### src/rtl/trps_pkg.sv
package trps_pkg;
    localparam int DATA_W     = 32;
    localparam int BIT_POWER  = 0;
    localparam int BIT_STICKY = 1;
    localparam int BIT_OSLK   = 5;

    typedef enum logic [0:0] {
        TRPS_IDLE = 1'b0,
        TRPS_RESP = 1'b1
    } trps_state_e;
endpackage

### src/rtl/trps_pwr_sync.sv
module trps_pwr_sync #(
    parameter int STAGES = 2
) (
    input  logic clk,
    input  logic rst_n,
    input  logic pwr_async,
    output logic pwr_gate,
    output logic loss_evt
);
    localparam int LAST = STAGES - 1;

    logic [STAGES-1:0] chain_q;
    logic              gate_q;

    generate
        if (STAGES == 1) begin : g_single
            always_ff @(posedge clk or negedge rst_n) begin
                if (!rst_n) chain_q <= '0;
                else        chain_q <= pwr_async;
            end
        end else begin : g_multi
            always_ff @(posedge clk or negedge rst_n) begin
                if (!rst_n) chain_q <= '0;
                else        chain_q <= {chain_q[STAGES-2:0], pwr_async};
            end
        end
    endgenerate

    always_ff @(posedge clk or negedge rst_n) begin
        if (!rst_n) gate_q <= 1'b0;
        else        gate_q <= chain_q[LAST];
    end

    assign pwr_gate = gate_q;
    assign loss_evt = gate_q & ~chain_q[LAST];

    // a loss event removes power from the gate on the next edge
    assert_loss_drops_gate_R4: assert property (@(posedge clk) disable iff (!rst_n)
        loss_evt |=> !pwr_gate);
endmodule

### src/rtl/trps_sticky.sv
module trps_sticky (
    input  logic clk,
    input  logic rst_n,
    input  logic set_evt,
    input  logic clr_req,
    output logic sticky
);
    logic flag_q;

    always_ff @(posedge clk or negedge rst_n) begin
        if (!rst_n)       flag_q <= 1'b1;
        else if (set_evt) flag_q <= 1'b1;
        else if (clr_req) flag_q <= 1'b0;
    end

    assign sticky = flag_q;

    assert_loss_sets_R4: assert property (@(posedge clk) disable iff (!rst_n)
        set_evt |=> sticky);
    assert_read_clears_R3: assert property (@(posedge clk) disable iff (!rst_n)
        (clr_req && !set_evt) |=> !sticky);
    assert_set_wins_R8: assert property (@(posedge clk) disable iff (!rst_n)
        (clr_req && set_evt) |=> sticky);
    assert_flag_holds_R5: assert property (@(posedge clk) disable iff (!rst_n)
        (!clr_req && !set_evt) |=> $stable(sticky));
endmodule

### src/rtl/trps_decode.sv
module trps_decode
    import trps_pkg::*;
#(
    parameter int ADDR_W = 12,
    parameter logic [ADDR_W-1:0] REG_OFFSET = 'h314
) (
    input  logic              pwr_up,
    input  logic              is_write,
    input  logic [ADDR_W-1:0] addr,
    input  logic              sticky,
    input  logic              oslock,
    output logic              resp_err,
    output logic              read_ok,
    output logic [DATA_W-1:0] resp_word
);
    logic hit;

    always_comb begin
        hit       = (addr == REG_OFFSET);
        resp_err  = !(hit && pwr_up);
        read_ok   = hit && pwr_up && !is_write;
        resp_word = '0;
        if (read_ok) begin
            resp_word[BIT_POWER]  = 1'b1;
            resp_word[BIT_STICKY] = sticky;
            resp_word[BIT_OSLK]   = oslock;
        end
    end

    // refused accesses never carry data
    always_comb begin
        assert_err_no_data_R7: assert (!(resp_err && (resp_word != '0)));
    end
endmodule

### src/rtl/trps_status_top.sv
module trps_status_top
    import trps_pkg::*;
#(
    parameter int ADDR_W = 12,
    parameter logic [ADDR_W-1:0] REG_OFFSET = 'h314,
    parameter int SYNC_STAGES = 2
) (
    input  logic              clk,
    input  logic              rst_n,
    input  logic              core_pwr_async,
    input  logic              oslock_in,
    input  logic              req_valid,
    input  logic              req_write,
    input  logic [ADDR_W-1:0] req_addr,
    output logic              req_ready,
    output logic              rsp_valid,
    output logic              rsp_err,
    output logic [31:0]       rsp_rdata
);
    trps_state_e state_q, state_d;

    logic              pwr_gate;
    logic              loss_evt;
    logic              sticky;
    logic              dec_err;
    logic              dec_read_ok;
    logic [DATA_W-1:0] dec_word;
    logic              accept;
    logic              err_q;
    logic [DATA_W-1:0] data_q;

    trps_pwr_sync #(.STAGES(SYNC_STAGES)) u_sync (
        .clk       (clk),
        .rst_n     (rst_n),
        .pwr_async (core_pwr_async),
        .pwr_gate  (pwr_gate),
        .loss_evt  (loss_evt)
    );

    trps_decode #(.ADDR_W(ADDR_W), .REG_OFFSET(REG_OFFSET)) u_dec (
        .pwr_up    (pwr_gate),
        .is_write  (req_write),
        .addr      (req_addr),
        .sticky    (sticky),
        .oslock    (oslock_in),
        .resp_err  (dec_err),
        .read_ok   (dec_read_ok),
        .resp_word (dec_word)
    );

    trps_sticky u_flag (
        .clk     (clk),
        .rst_n   (rst_n),
        .set_evt (loss_evt),
        .clr_req (accept && dec_read_ok),
        .sticky  (sticky)
    );

    // state register
    always_ff @(posedge clk or negedge rst_n) begin
        if (!rst_n) state_q <= TRPS_IDLE;
        else        state_q <= state_d;
    end

    // next state: ACCEPT, RETURN
    always_comb begin
        state_d = state_q;
        unique case (state_q)
            TRPS_IDLE: if (req_valid) state_d = TRPS_RESP;
            TRPS_RESP: state_d = TRPS_IDLE;
            default:   state_d = TRPS_IDLE;
        endcase
    end

    // outputs
    always_comb begin
        req_ready = 1'b0;
        rsp_valid = 1'b0;
        unique case (state_q)
            TRPS_IDLE: req_ready = 1'b1;
            TRPS_RESP: rsp_valid = 1'b1;
            default:   req_ready = 1'b0;
        endcase
    end

    assign accept = req_valid && req_ready;

    always_ff @(posedge clk or negedge rst_n) begin
        if (!rst_n) begin
            err_q  <= 1'b0;
            data_q <= '0;
        end else if (accept) begin
            err_q  <= dec_err;
            data_q <= dec_word;
        end
    end

    assign rsp_err   = rsp_valid & err_q;
    assign rsp_rdata = rsp_valid ? data_q : '0;

    assert_accept_gives_resp_R10: assert property (@(posedge clk) disable iff (!rst_n)
        accept |=> rsp_valid);
    assert_resp_single_R10: assert property (@(posedge clk) disable iff (!rst_n)
        rsp_valid |=> !rsp_valid);
    assert_busy_not_ready_R10: assert property (@(posedge clk) disable iff (!rst_n)
        rsp_valid |-> !req_ready);
    assert_unpowered_err_R5: assert property (@(posedge clk) disable iff (!rst_n)
        (accept && !pwr_gate) |=> (rsp_valid && rsp_err && rsp_rdata == '0));
    assert_reserved_zero_R2: assert property (@(posedge clk) disable iff (!rst_n)
        (rsp_valid && !rsp_err) |-> (rsp_rdata[31:6] == '0 && rsp_rdata[4:2] == '0));
endmodule

### config.mk
export PLATFORM = sky130hd
export DESIGN_NAME = trps_status_top
export DESIGN_NICKNAME = d
export VERILOG_FILES = /design/src/rtl/trps_pkg.sv /design/src/rtl/trps_pwr_sync.sv /design/src/rtl/trps_sticky.sv /design/src/rtl/trps_decode.sv /design/src/rtl/trps_status_top.sv
export SDC_FILE = /design/constraint.sdc
export NUM_CORES = 1
export LEC_CHECK = 0
export ABC_AREA = 1
export BUFFER_PORTS_ARGS = -buffer_cell sky130_fd_sc_hd__buf_2
export CAP_MARGIN = 20
export CELL_PAD_IN_SITES_DETAIL_PLACEMENT = 0
export CELL_PAD_IN_SITES_GLOBAL_PLACEMENT = 1
export CORE_MARGIN = 3
export CORE_UTILIZATION = 22
export CTS_CLUSTER_SIZE = 12
export DETAILED_ROUTE_END_ITERATION = 8
export PLACE_DENSITY = 0.85
export SETUP_SLACK_MARGIN = 0.15
export SLEW_MARGIN = 25
export SYNTH_ARGS = -nofsm -noshare
export SYNTH_HDL_FRONTEND = slang
export SYNTH_SLANG_ARGS = --single-unit
### constraint.sdc
create_clock -name clk -period 0.9 [get_ports clk]
set_input_delay 0.225 -clock clk [delete_from_list [all_inputs] [get_ports clk]]
set_output_delay 0.225 -clock clk [all_outputs]
set_load 0.05 [all_outputs]
==> summary.md, run 1 <==
| Metric | Value |
|---|---|
| Ys Warns | `0` |
| Routed WL | `about 1000 um` |
| Worst Setup Start Kind | `flop` |
| # setup viols final | `12` |
| P_leak | `about 0.50 nW` |
| Worst hold path type | `in2reg` |
| Finished Core Util | `30.99%` |
| Count of final hold-check violations | `0` |
| Vias | `496` |
| Fin area | `862.1 sq um` |
| Setup CP Type | `reg2out` |
| Most frequent cells in the layout | `conb_1 (29), buf_2 (18), nand2_1 (16)` |
| Die X | `around 60 um` |
| Setup crit end kind | `output port` |
| Pre-CTS setup slack | `-0.2167 ns` |
| RSZ-0062 raised after global routing | `yes` |
| Peak VDD IR | `approximately 0.93 mV` |
| Seq/Total Area, Yosys | `35.08%` |
| Initial Util | `a little under a quarter` |
| Synth top area share | `approximately a third` |
| Drt via density | `3.444` |
| Dpl cell area | `732.0 sq um` |
| Synth top area cells | `buf_4 (34%), dfrtp_1 (31%), nand2_1 (12%)` |
| Violated checks | `negative setup slack` |
| Area Overhead vs Synth | `33.53%` |
| Achievable Freq | `738.0 MHz` |
| Largest net degree at the start of global routing | `10` |
| Hpwl dp | `approximately 890 um` |
| Core Footprint | `around 2800 sq um` |
| Total gr overflow | `0` |
| Post-route DRC | `0` |
| Vias in the first global route | `403` |
| Ports | `53` |
| PortBufs | `23` |
| Post-Route Skew | `0.0005753 ns` |
| Worst skew pair latency | `about 0.25 ns` |
| Register bit total from synthesis | `9` |
| Routed Antenna Nets | `0` |
| Cts bufs inserted | `3` |
| WHS | `0.07223 ns` |
| PD cells | `1390 nW/um^2` |
| CTS tree | `built` |
| H-tree levels | `1` |
| Post-Syn Area | `645.6 sq um` |
| First-pass GRT wire length | `approximately 1600 um` |
| Tcrit/Tclk final | `150.6%` |
| Cell taking the most area after synthesis | `buf_4` |
| Maximum fanout along the worst path | `6` |
| Ratio of cells with drive above 1 in the final layout | `41.59%` |
| Placer congestion estimate | `0.7686` |
| Final WS setup | `-0.4550 ns` |
| Data required, critical path | `0.67 ns` |
| DR WL/cell | `7.278 um` |
| Clock sinks | `9` |
| CTS max path bufs | `2` |
| Status | `finished, violations left` |
| Die Footprint | `about 3600 sq um` |
| Final net count | `132` |
| ANT cells | `0` |
| Iter 0 DRT Violations | `3` |
| Clock slew seen by the registers of the worst setup and hold paths | `about 0.06 ns` |
| Crit path DAT | `~1.1 ns` |
| Root Buffer | `clkbuf_4` |
| Max Cap Violations | `0` |
| Mapped Cells | `83` |
| Row count | `19` |
| Die height | `~60 um` |
| Commonest non-fill, non-tap cell in the layout | `conb_1` |
| Initial antenna violation count | `0` |
| Avg Inst Size Synth | `between 7 and 8 sq um` |
| Count of cell types in the netlist | `14` |
| Final Max Tran Viols | `0` |
| Pre-antenna DRT Iters | `2` |
| GRT Util Overall | `6.405%` |
| Min Tclk post-route | `1.355 ns` |
cell families after synthesis:
group | Yosys count | synth area share (%)
buf+inv | 41 | 40.70
simple gates | 32 | 23.64
flops | 9 | 35.08
other cells | 1 | 0.5808
through the flow:
stage	TNS (ns)	std cells	total power, mW
4_1_cts	-4.046	143	1.209
6_report	-3.955	144	1.198
3_3_place_gp	-1.502	136	0.8501
3_5_place_dp	-1.640	136	0.8549
2_1_floorplan	-2.086	111	0.8909
5_1_grt	-4.553	144	1.279
registers in the layout, indices dropped and copies added, names as in the netlist:
name	flops
u_flag.sticky	1
u_sync.pwr_gate	1
u_sync.chain_q	2
data_q	3
err_q	1
state_q	1
synthesized netlist by cell type (all sizes together):
cell	n
inv	12
conb	1
nand3	2
nand2	22
nor2	6
dfrtp	8
dfstp	1
buf	29
nand4	2
power breakdown:
part           total (mW)  switching, mW  internal (mW)  leakage (nW)
clock               0.301          0.130          0.170        0.0150
sequential          0.446         0.0236          0.422         0.110
combinational       0.451          0.363         0.0878         0.374
total                1.20          0.517          0.680         0.499
worst paths after layout:
path | from | endpoint | slack [ns] | depth (start not counted)
worst max-delay path | state_q$_DFF_PN0_ | rsp_rdata[1] | -0.46 | 3
worst min-delay path | core_pwr_async | u_sync.chain_q[0]$_DFF_PN0_ | 0.07 | 1
worst max register to register | state_q$_DFF_PN0_ | u_flag.sticky$_DFFE_PN1P_ | -0.26 | 7
worst min register to register | u_sync.chain_q[0]$_DFF_PN0_ | u_sync.chain_q[1]$_DFF_PN0_ | 0.35 | 0
max in group asynchronous | rst_n | u_flag.sticky$_DFFE_PN1P_ | 0.31 | 2
min in group asynchronous | rst_n | u_sync.chain_q[0]$_DFF_PN0_ | 0.34 | 2
area by class of cell:
type,instances,area (sq um)
Tap cell,31,38.79
Sequential cell,9,230.2
Inverter,12,70.07
Multi-Input combinational cell,61,302.8
Timing Repair Buffer,27,193.9
Clock buffer,4,26.28
Fill cell,302,1919
critical path, cell delays in order, from the launching register on:
cell	delay, ns
dfrtp_4	0.56
nand2_4	0.10
clkinvlp_4	0.07
buf_6	0.14
what timing repair did:
item	CTS	global route
endpoints found under the hold margin	8	0
setup buffers	2	1
endpoints found under the setup margin	12	12
hold buffers	1	0
pin swaps	2	4
resized for setup	18	2
per-layer routing:
| metal | vias to the layer above | global-route usage, % | share of wire (%) |
|---|---|---|---|
| met1 | 215 | 6.331 | 34 |
| met3 | 0 | 4.968 | 17 |
| li1 | 245 | - | - |
| met5 | - | 0 | 0 |
| met2 | 36 | 10.34 | 49 |
| met4 | 0 | 1.899 | 0 |
Note: power is estimated with default switching activity, not from simulation.
==> run 2, diff against run 1 <==
==> constraint.sdc (replaced) <==
create_clock -name clk -period 0.9 [get_ports clk]
set_input_delay 0.09 -clock clk [delete_from_list [all_inputs] [get_ports clk]]
set_output_delay 0.09 -clock clk [all_outputs]
set_load 0.05 [all_outputs]
==> run 2 against run 1 <==
- the flow still finishes with violations (negative setup slack)
- worst hold slack gained 0.022 ns
- non-clock buffer count rose by 2
- flip-flop and latch count unchanged
- sequential share of layout area is 0.52 points lower
- fmax is 18% higher
- clock power increased by 2%
- register-to-register slack improved by 0.17 ns
- total power rose by 0.58%
- final cell count grew 1.4%
- die area unchanged
- combinational power increased by 2%
- highest routed layer unchanged
==> summary.md, run 2 (synthesis results as in run 1) <==
| Metric | Value |
|---|---|
| Status | `finished, violations left (unchanged)` |
| Violated checks | `negative setup slack (unchanged)` |
| Clock sinks | `9 (unchanged)` |
| Worst hold path type | `in2reg (unchanged)` |
| Final WS setup | `-0.2437 ns (was -0.4550 ns)` |
| Drt via density | `3.432 (was 3.444)` |
| Maximum fanout along the worst path | `6 (unchanged)` |
| Largest regs | `data_q x3, u_sync.chain_q x2 (unchanged)` |
| Final Max Tran Viols | `0 (unchanged)` |
| Setup CP Type | `reg2out (unchanged)` |
| Power consumption | `1.205 mW (was 1.198 mW)` |
| Die height | `60.17 um (unchanged)` |
| Logic gate share of total power | `38.1% (was 37.7%)` |
| Clock group share of total power | `25.6% (was 25.1%)` |
| First-pass GRT wire length | `1725 um (was 1642 um)` |
| Largest net degree at the start of global routing | `10 (unchanged)` |
| Row count | `19 (unchanged)` |
| P_leak | `0.4706 nW (was 0.4989 nW)` |
| DR WL/cell | `7.336 um (was 7.278 um)` |
| Setup crit end kind | `output port (unchanged)` |
| RSZ-0062 raised after global routing | `yes (unchanged)` |
| Die X | `60.17 um (unchanged)` |
| CTS tree | `built (unchanged)` |
| Post-Route Skew | `0.006291 ns (was 0.0005753 ns)` |
| Final net count | `134 (was 132)` |
| Count of final hold-check violations | `0 (unchanged)` |
| Commonest non-fill, non-tap cell in the layout | `conb_1 (unchanged)` |
| Worst skew pair latency | `0.26 ns (was 0.25 ns)` |
| Placer congestion estimate | `0.7781 (was 0.7686)` |
| Max reg flops | `3 (unchanged)` |
| Min Tclk post-route | `1.144 ns (was 1.355 ns)` |
| ANT cells | `0 (unchanged)` |
| Tcrit/Tclk final | `127.1% (was 150.6%)` |
| Most frequent cells in the layout | `conb_1 (29), buf_2 (17), nand2_1 (15) (was conb_1 (29), buf_2 (18), nand2_1 (16))` |
| Routed WL | `1071 um (was 1048 um)` |
| WHS | `0.09443 ns (was 0.07223 ns)` |
| Vias in the first global route | `420 (was 403)` |
| Initial antenna violation count | `0 (unchanged)` |
| Post-route DRC | `0 (unchanged)` |
| Worst Setup Start Kind | `flop (unchanged)` |
| Iter 0 DRT Violations | `4 (was 3)` |
| Setup TNS | `-1.693 ns (was -3.955 ns)` |
| Peak VDD IR | `0.7091 mV (was 0.9252 mV)` |
| Max Cap Violations | `0 (unchanged)` |
| Root Buffer | `clkbuf_4 (unchanged)` |
| NetSw | `0.5196 mW (was 0.5175 mW)` |
| Register bank with the most flops | `data_q (unchanged)` |
| Cells after DPL | `137 (was 136)` |
| Vias | `501 (was 496)` |
| Switching Share | `43.13% (was 43.20%)` |
| Clock slew seen by the registers of the worst setup and hold paths | `0.06 ns (about the same)` |
| Die Footprint | `3620 sq um (unchanged)` |
| Finished Core Util | `31.26% (was 30.99%)` |
| Fin area | `869.6 sq um (was 862.1 sq um)` |
| Hpwl dp | `908.2 um (was 887.8 um)` |
| Crit path DAT | `1.05 ns (was 1.13 ns)` |
| Area Overhead vs Synth | `34.69% (was 33.53%)` |
| Pre-CTS setup slack | `-0.07387 ns (was -0.2167 ns)` |
| PortBufs | `23 (unchanged)` |
| Ratio of cells with drive above 1 in the final layout | `43.48% (was 41.59%)` |
| Routed Antenna Nets | `0 (unchanged)` |
| CTS max path bufs | `2 (unchanged)` |
| GRT Util Overall | `6.664% (was 6.405%)` |
| PD cells | `1386 nW/um^2 (was 1390 nW/um^2)` |
| Data required, critical path | `0.81 ns (was 0.67 ns)` |
| Dpl cell area | `715.7 sq um (was 732.0 sq um)` |
| Ports | `53 (unchanged)` |
| Sequential power share | `36.3% (was 37.2%)` |
| Core Footprint | `2781 sq um (unchanged)` |
| P_int | `0.6852 mW (was 0.6804 mW)` |
| Final Instance Count excl. Fillers | `146 (was 144)` |
| Cts bufs inserted | `3 (unchanged)` |
| Initial Util | `23.21% (unchanged)` |
| # setup viols final | `11 (was 12)` |
| Achievable Freq | `874.3 MHz (was 738.0 MHz)` |
| Pre-antenna DRT Iters | `4 (was 2)` |
| H-tree levels | `1 (unchanged)` |
| Total gr overflow | `0 (unchanged)` |
-- run 2: repair_timing --
| item | in CTS | in global routing |
|---|---|---|
| endpoints found under the hold margin | 10 | 0 |
| setup buffers | 3 | 0 |
| setup endpoints to repair | 11 | 12 |
| hold buffers | 2 | 0 |
| gates resized for setup | 24 | 3 |
| pin swaps | 9 | 8 |
-- run 2: critical path, cell delays in order (launching register included) --
cell,delay [ns]
dfrtp_2,0.47
nand2_2,0.11
clkinvlp_4,0.08
buf_6,0.15
-- run 2: path summary, 6_finish.rpt --
check | start | endpoint | slack [ns] | cells after the start
min in group asynchronous | rst_n | u_sync.pwr_gate$_DFF_PN0_ | 0.19 | 2
hold / removal | oslock_in | data_q[5]$_DFFE_PN0P_ | 0.09 | 3
max in group asynchronous | rst_n | u_flag.sticky$_DFFE_PN1P_ | 0.47 | 2
setup reg to reg | state_q$_DFF_PN0_ | u_flag.sticky$_DFFE_PN1P_ | -0.09 | 6
hold reg to reg | u_sync.chain_q[0]$_DFF_PN0_ | u_sync.chain_q[1]$_DFF_PN0_ | 0.35 | 0
setup / recovery | state_q$_DFF_PN0_ | rsp_rdata[1] | -0.24 | 3
-- run 2: cell type report --
cell class                 count  area, sq um
tap                           31        38.79
multi-input combinational     61        295.3
timing repair buffer          29        214.0
clock buffer                   4        26.28
inverter                      12        67.56
sequential                     9        227.7
fill                         304         1912
-- run 2: power groups by stage --
stage | combinational [mW] | clock, mW | sequential (mW)
floorplan | 0.428 | 0 | 0.450
global placement | 0.400 | 0 | 0.440
detailed placement | 0.404 | 0 | 0.441
CTS | 0.456 | 0.317 | 0.439
global route | 0.488 | 0.360 | 0.440
finish | 0.459 | 0.308 | 0.437
-- run 2: layer usage --
metal	wire length (um)	global-route usage (%)
met5	0	0
met4	0	2.848
met3	166	3.888
met2	556	10.96
met1	348	6.830
==> run 3, diff against run 2 <==
--- a/config.mk
+++ b/config.mk
@@ -14,9 +14,10 @@
 export CORE_UTILIZATION = 22
 export CTS_CLUSTER_SIZE = 12
 export DETAILED_ROUTE_END_ITERATION = 8
+export MAX_ROUTING_LAYER = met4
 export PLACE_DENSITY = 0.85
 export SETUP_SLACK_MARGIN = 0.15
-export SLEW_MARGIN = 25
+export SKIP_CTS_REPAIR_TIMING = 1
 export SYNTH_ARGS = -nofsm -noshare
 export SYNTH_HDL_FRONTEND = slang
 export SYNTH_SLANG_ARGS = --single-unit
==> run 3 against run 2 <==
- the run still ends with negative setup slack left
- fmax about the same
- clock power is 2% lower
- sequential share of layout area increased by 1.1 points
- total power fell by 2.5%
- setup slack got worse by 0.00085 ns
- count of clock-buffer cells in the layout stayed put
- global-route usage decreased by 0.31 points
- non-clock buffer count shrank 3
- via count shrank 1.4%
- sequential power about the same
- critical path depth unchanged
==> summary.md, run 3 (synthesis results as in run 1) <==
| Metric | Value |
|---|---|
| Count of final hold-check violations | `0 (unchanged)` |
| Final WS setup | `-0.2446 ns (was -0.2437 ns)` |
| Vias in the first global route | `379 (was 420)` |
| Fillers | `306 (was 304)` |
| Post-route DRC | `0 (unchanged)` |
| Area Overhead vs Synth | `29.07% (was 34.69%)` |
| Routed Antenna Nets | `0 (unchanged)` |
| Post-Route Skew | `0.009931 ns (was 0.006291 ns)` |
| Sequential power share | `37.2% (was 36.3%)` |
| Commonest non-fill, non-tap cell in the layout | `conb_1 (unchanged)` |
| Worst skew pair latency | `0.26 ns (about the same)` |
| Initial Util | `23.21% (unchanged)` |
| Routed WL | `1049 um (was 1071 um)` |
| Clock group share of total power | `25.7% (was 25.6%)` |
| Ports | `53 (unchanged)` |
| Largest net degree at the start of global routing | `10 (unchanged)` |
| Cts bufs inserted | `3 (unchanged)` |
| Largest regs | `data_q x3, u_sync.chain_q x2 (unchanged)` |
| PD cells | `1410 nW/um^2 (was 1386 nW/um^2)` |
| Pre-antenna DRT Iters | `4 (unchanged)` |
| P_int | `0.6652 mW (was 0.6852 mW)` |
| Die height | `60.17 um (unchanged)` |
| H-tree levels | `1 (unchanged)` |
| First-pass GRT wire length | `1580 um (was 1725 um)` |
| RSZ-0062 raised after global routing | `yes (unchanged)` |
| Max Cap Violations | `0 (unchanged)` |
| Drt via density | `3.455 (was 3.432)` |
| Setup crit end kind | `output port (unchanged)` |
| Crit path DAT | `1.05 ns (about the same)` |
| Placer congestion estimate | `0.7888 (was 0.7781)` |
| DR WL/cell | `7.336 um (about the same)` |
| Max reg flops | `3 (unchanged)` |
| Hpwl dp | `908.2 um (unchanged)` |
| Data required, critical path | `0.81 ns (about the same)` |
| Min Tclk post-route | `1.145 ns (was 1.144 ns)` |
| Root Buffer | `clkbuf_4 (unchanged)` |
| Multi-input gate area | `295.3 sq um (unchanged)` |
| ANT cells | `0 (unchanged)` |
| Die X | `60.17 um (unchanged)` |
| NetSw | `0.5094 mW (was 0.5196 mW)` |
| Logic gate share of total power | `37.1% (was 38.1%)` |
| GRT Util Overall | `6.355% (was 6.664%)` |
| Violated checks | `negative setup slack (unchanged)` |
| Core Footprint | `2781 sq um (unchanged)` |
| PortBufs | `23 (unchanged)` |
| Worst hold path type | `in2reg (unchanged)` |
| CTS max path bufs | `2 (unchanged)` |
| Initial antenna violation count | `0 (unchanged)` |
| Maximum fanout along the worst path | `6 (unchanged)` |
| Row count | `19 (unchanged)` |
| Tcrit/Tclk final | `127.2% (was 127.1%)` |
| Register bank with the most flops | `data_q (unchanged)` |
| Peak VDD IR | `0.6937 mV (was 0.7091 mV)` |
| Ratio of cells with drive above 1 in the final layout | `41.96% (was 43.48%)` |
| Setup TNS | `-1.636 ns (was -1.693 ns)` |
| Vias | `494 (was 501)` |
| Status | `finished, violations left (unchanged)` |
| Final net count | `131 (was 134)` |
| Clock slew seen by the registers of the worst setup and hold paths | `0.05 ns (was 0.06 ns)` |
| Pre-CTS setup slack | `-0.07387 ns (unchanged)` |
| Most frequent cells in the layout | `conb_1 (29), buf_2 (18), nand2_1 (15) (was conb_1 (29), buf_2 (17), nand2_1 (15))` |
| Worst Setup Start Kind | `flop (unchanged)` |
| # setup viols final | `10 (was 11)` |
| Setup CP Type | `reg2out (unchanged)` |
| Achievable Freq | `873.7 MHz (was 874.3 MHz)` |
| P_leak | `0.4531 nW (was 0.4706 nW)` |
| Clock sinks | `9 (unchanged)` |
| Seq. cell area | `227.7 sq um (unchanged)` |
| CTS tree | `built (unchanged)` |
| Final Max Tran Viols | `0 (unchanged)` |
| Iter 0 DRT Violations | `9 (was 4)` |
| Switching Share | `43.37% (was 43.13%)` |
| Total gr overflow | `0 (unchanged)` |
| Die Footprint | `3620 sq um (unchanged)` |
==> run 3: changes by cell type in the layout (fill, tap and decap cells not counted) <==
cell,delta
buf_6,-3
buf_2,+1
buf_4,-1
==> run 3: through the flow <==
step           hold WS (ns)  instances  cell area, sq um  utilization [%]  total power [mW]
3_5_place_dp       -0.04868        137             715.7            25.73            0.8451
2_1_floorplan       -0.2056        111             772.0                -            0.8780
6_report            0.09824        143             833.3            29.96             1.175
4_1_cts             -0.3365        141             742.0            26.68             1.155
5_1_grt             0.08789        143             833.3            29.96             1.260
3_3_place_gp       -0.05732        137             715.7            25.73            0.8397
==> run 3: area by class of cell <==
class	count	area share, %
multi-input cells	61	35.44
clock buffers	4	3.153
flip-flops and latches	9	27.33
inverters	12	8.108
well taps	31	4.655
repair buffers	26	21.32
==> run 3: worst paths after layout <==
path / start / end / slack, ns / depth (start not counted)
min in group asynchronous: rst_n / u_sync.pwr_gate$_DFF_PN0_ / 0.20 / 2
max in group asynchronous: rst_n / u_flag.sticky$_DFFE_PN1P_ / 0.46 / 2
hold / removal: oslock_in / data_q[5]$_DFFE_PN0P_ / 0.1 / 3
setup / recovery: state_q$_DFF_PN0_ / rsp_rdata[1] / -0.24 / 3
hold reg to reg: u_sync.chain_q[0]$_DFF_PN0_ / u_sync.chain_q[1]$_DFF_PN0_ / 0.35 / 0
setup reg to reg: state_q$_DFF_PN0_ / u_flag.sticky$_DFFE_PN1P_ / -0.10 / 6
==> run 3: worst max-delay path, stage by stage (launching register included) <==
cell and delay (ns):
dfrtp_2 0.47, nand2_2 0.11, clkinvlp_4 0.08, buf_6 0.15
==> run 3: power groups by stage <==
stage	Sequential [mW]	Clock (mW)	Combinational, mW
after floorplan	0.450	0	0.428
after global placement	0.440	0	0.400
after detailed placement	0.441	0	0.404
after CTS	0.434	0.317	0.404
after global routing	0.438	0.360	0.462
final	0.437	0.302	0.436
==> run 3: routing by layer <==
metal / track usage [%] / routed length [um] / up-vias
met5: - / 0 / -
met4: 2.848 / 0 / 0
met3: 3.888 / 175 / 0
met2: 9.105 / 540 / 39
met1: 6.959 / 333 / 211
li1: - / - / 244
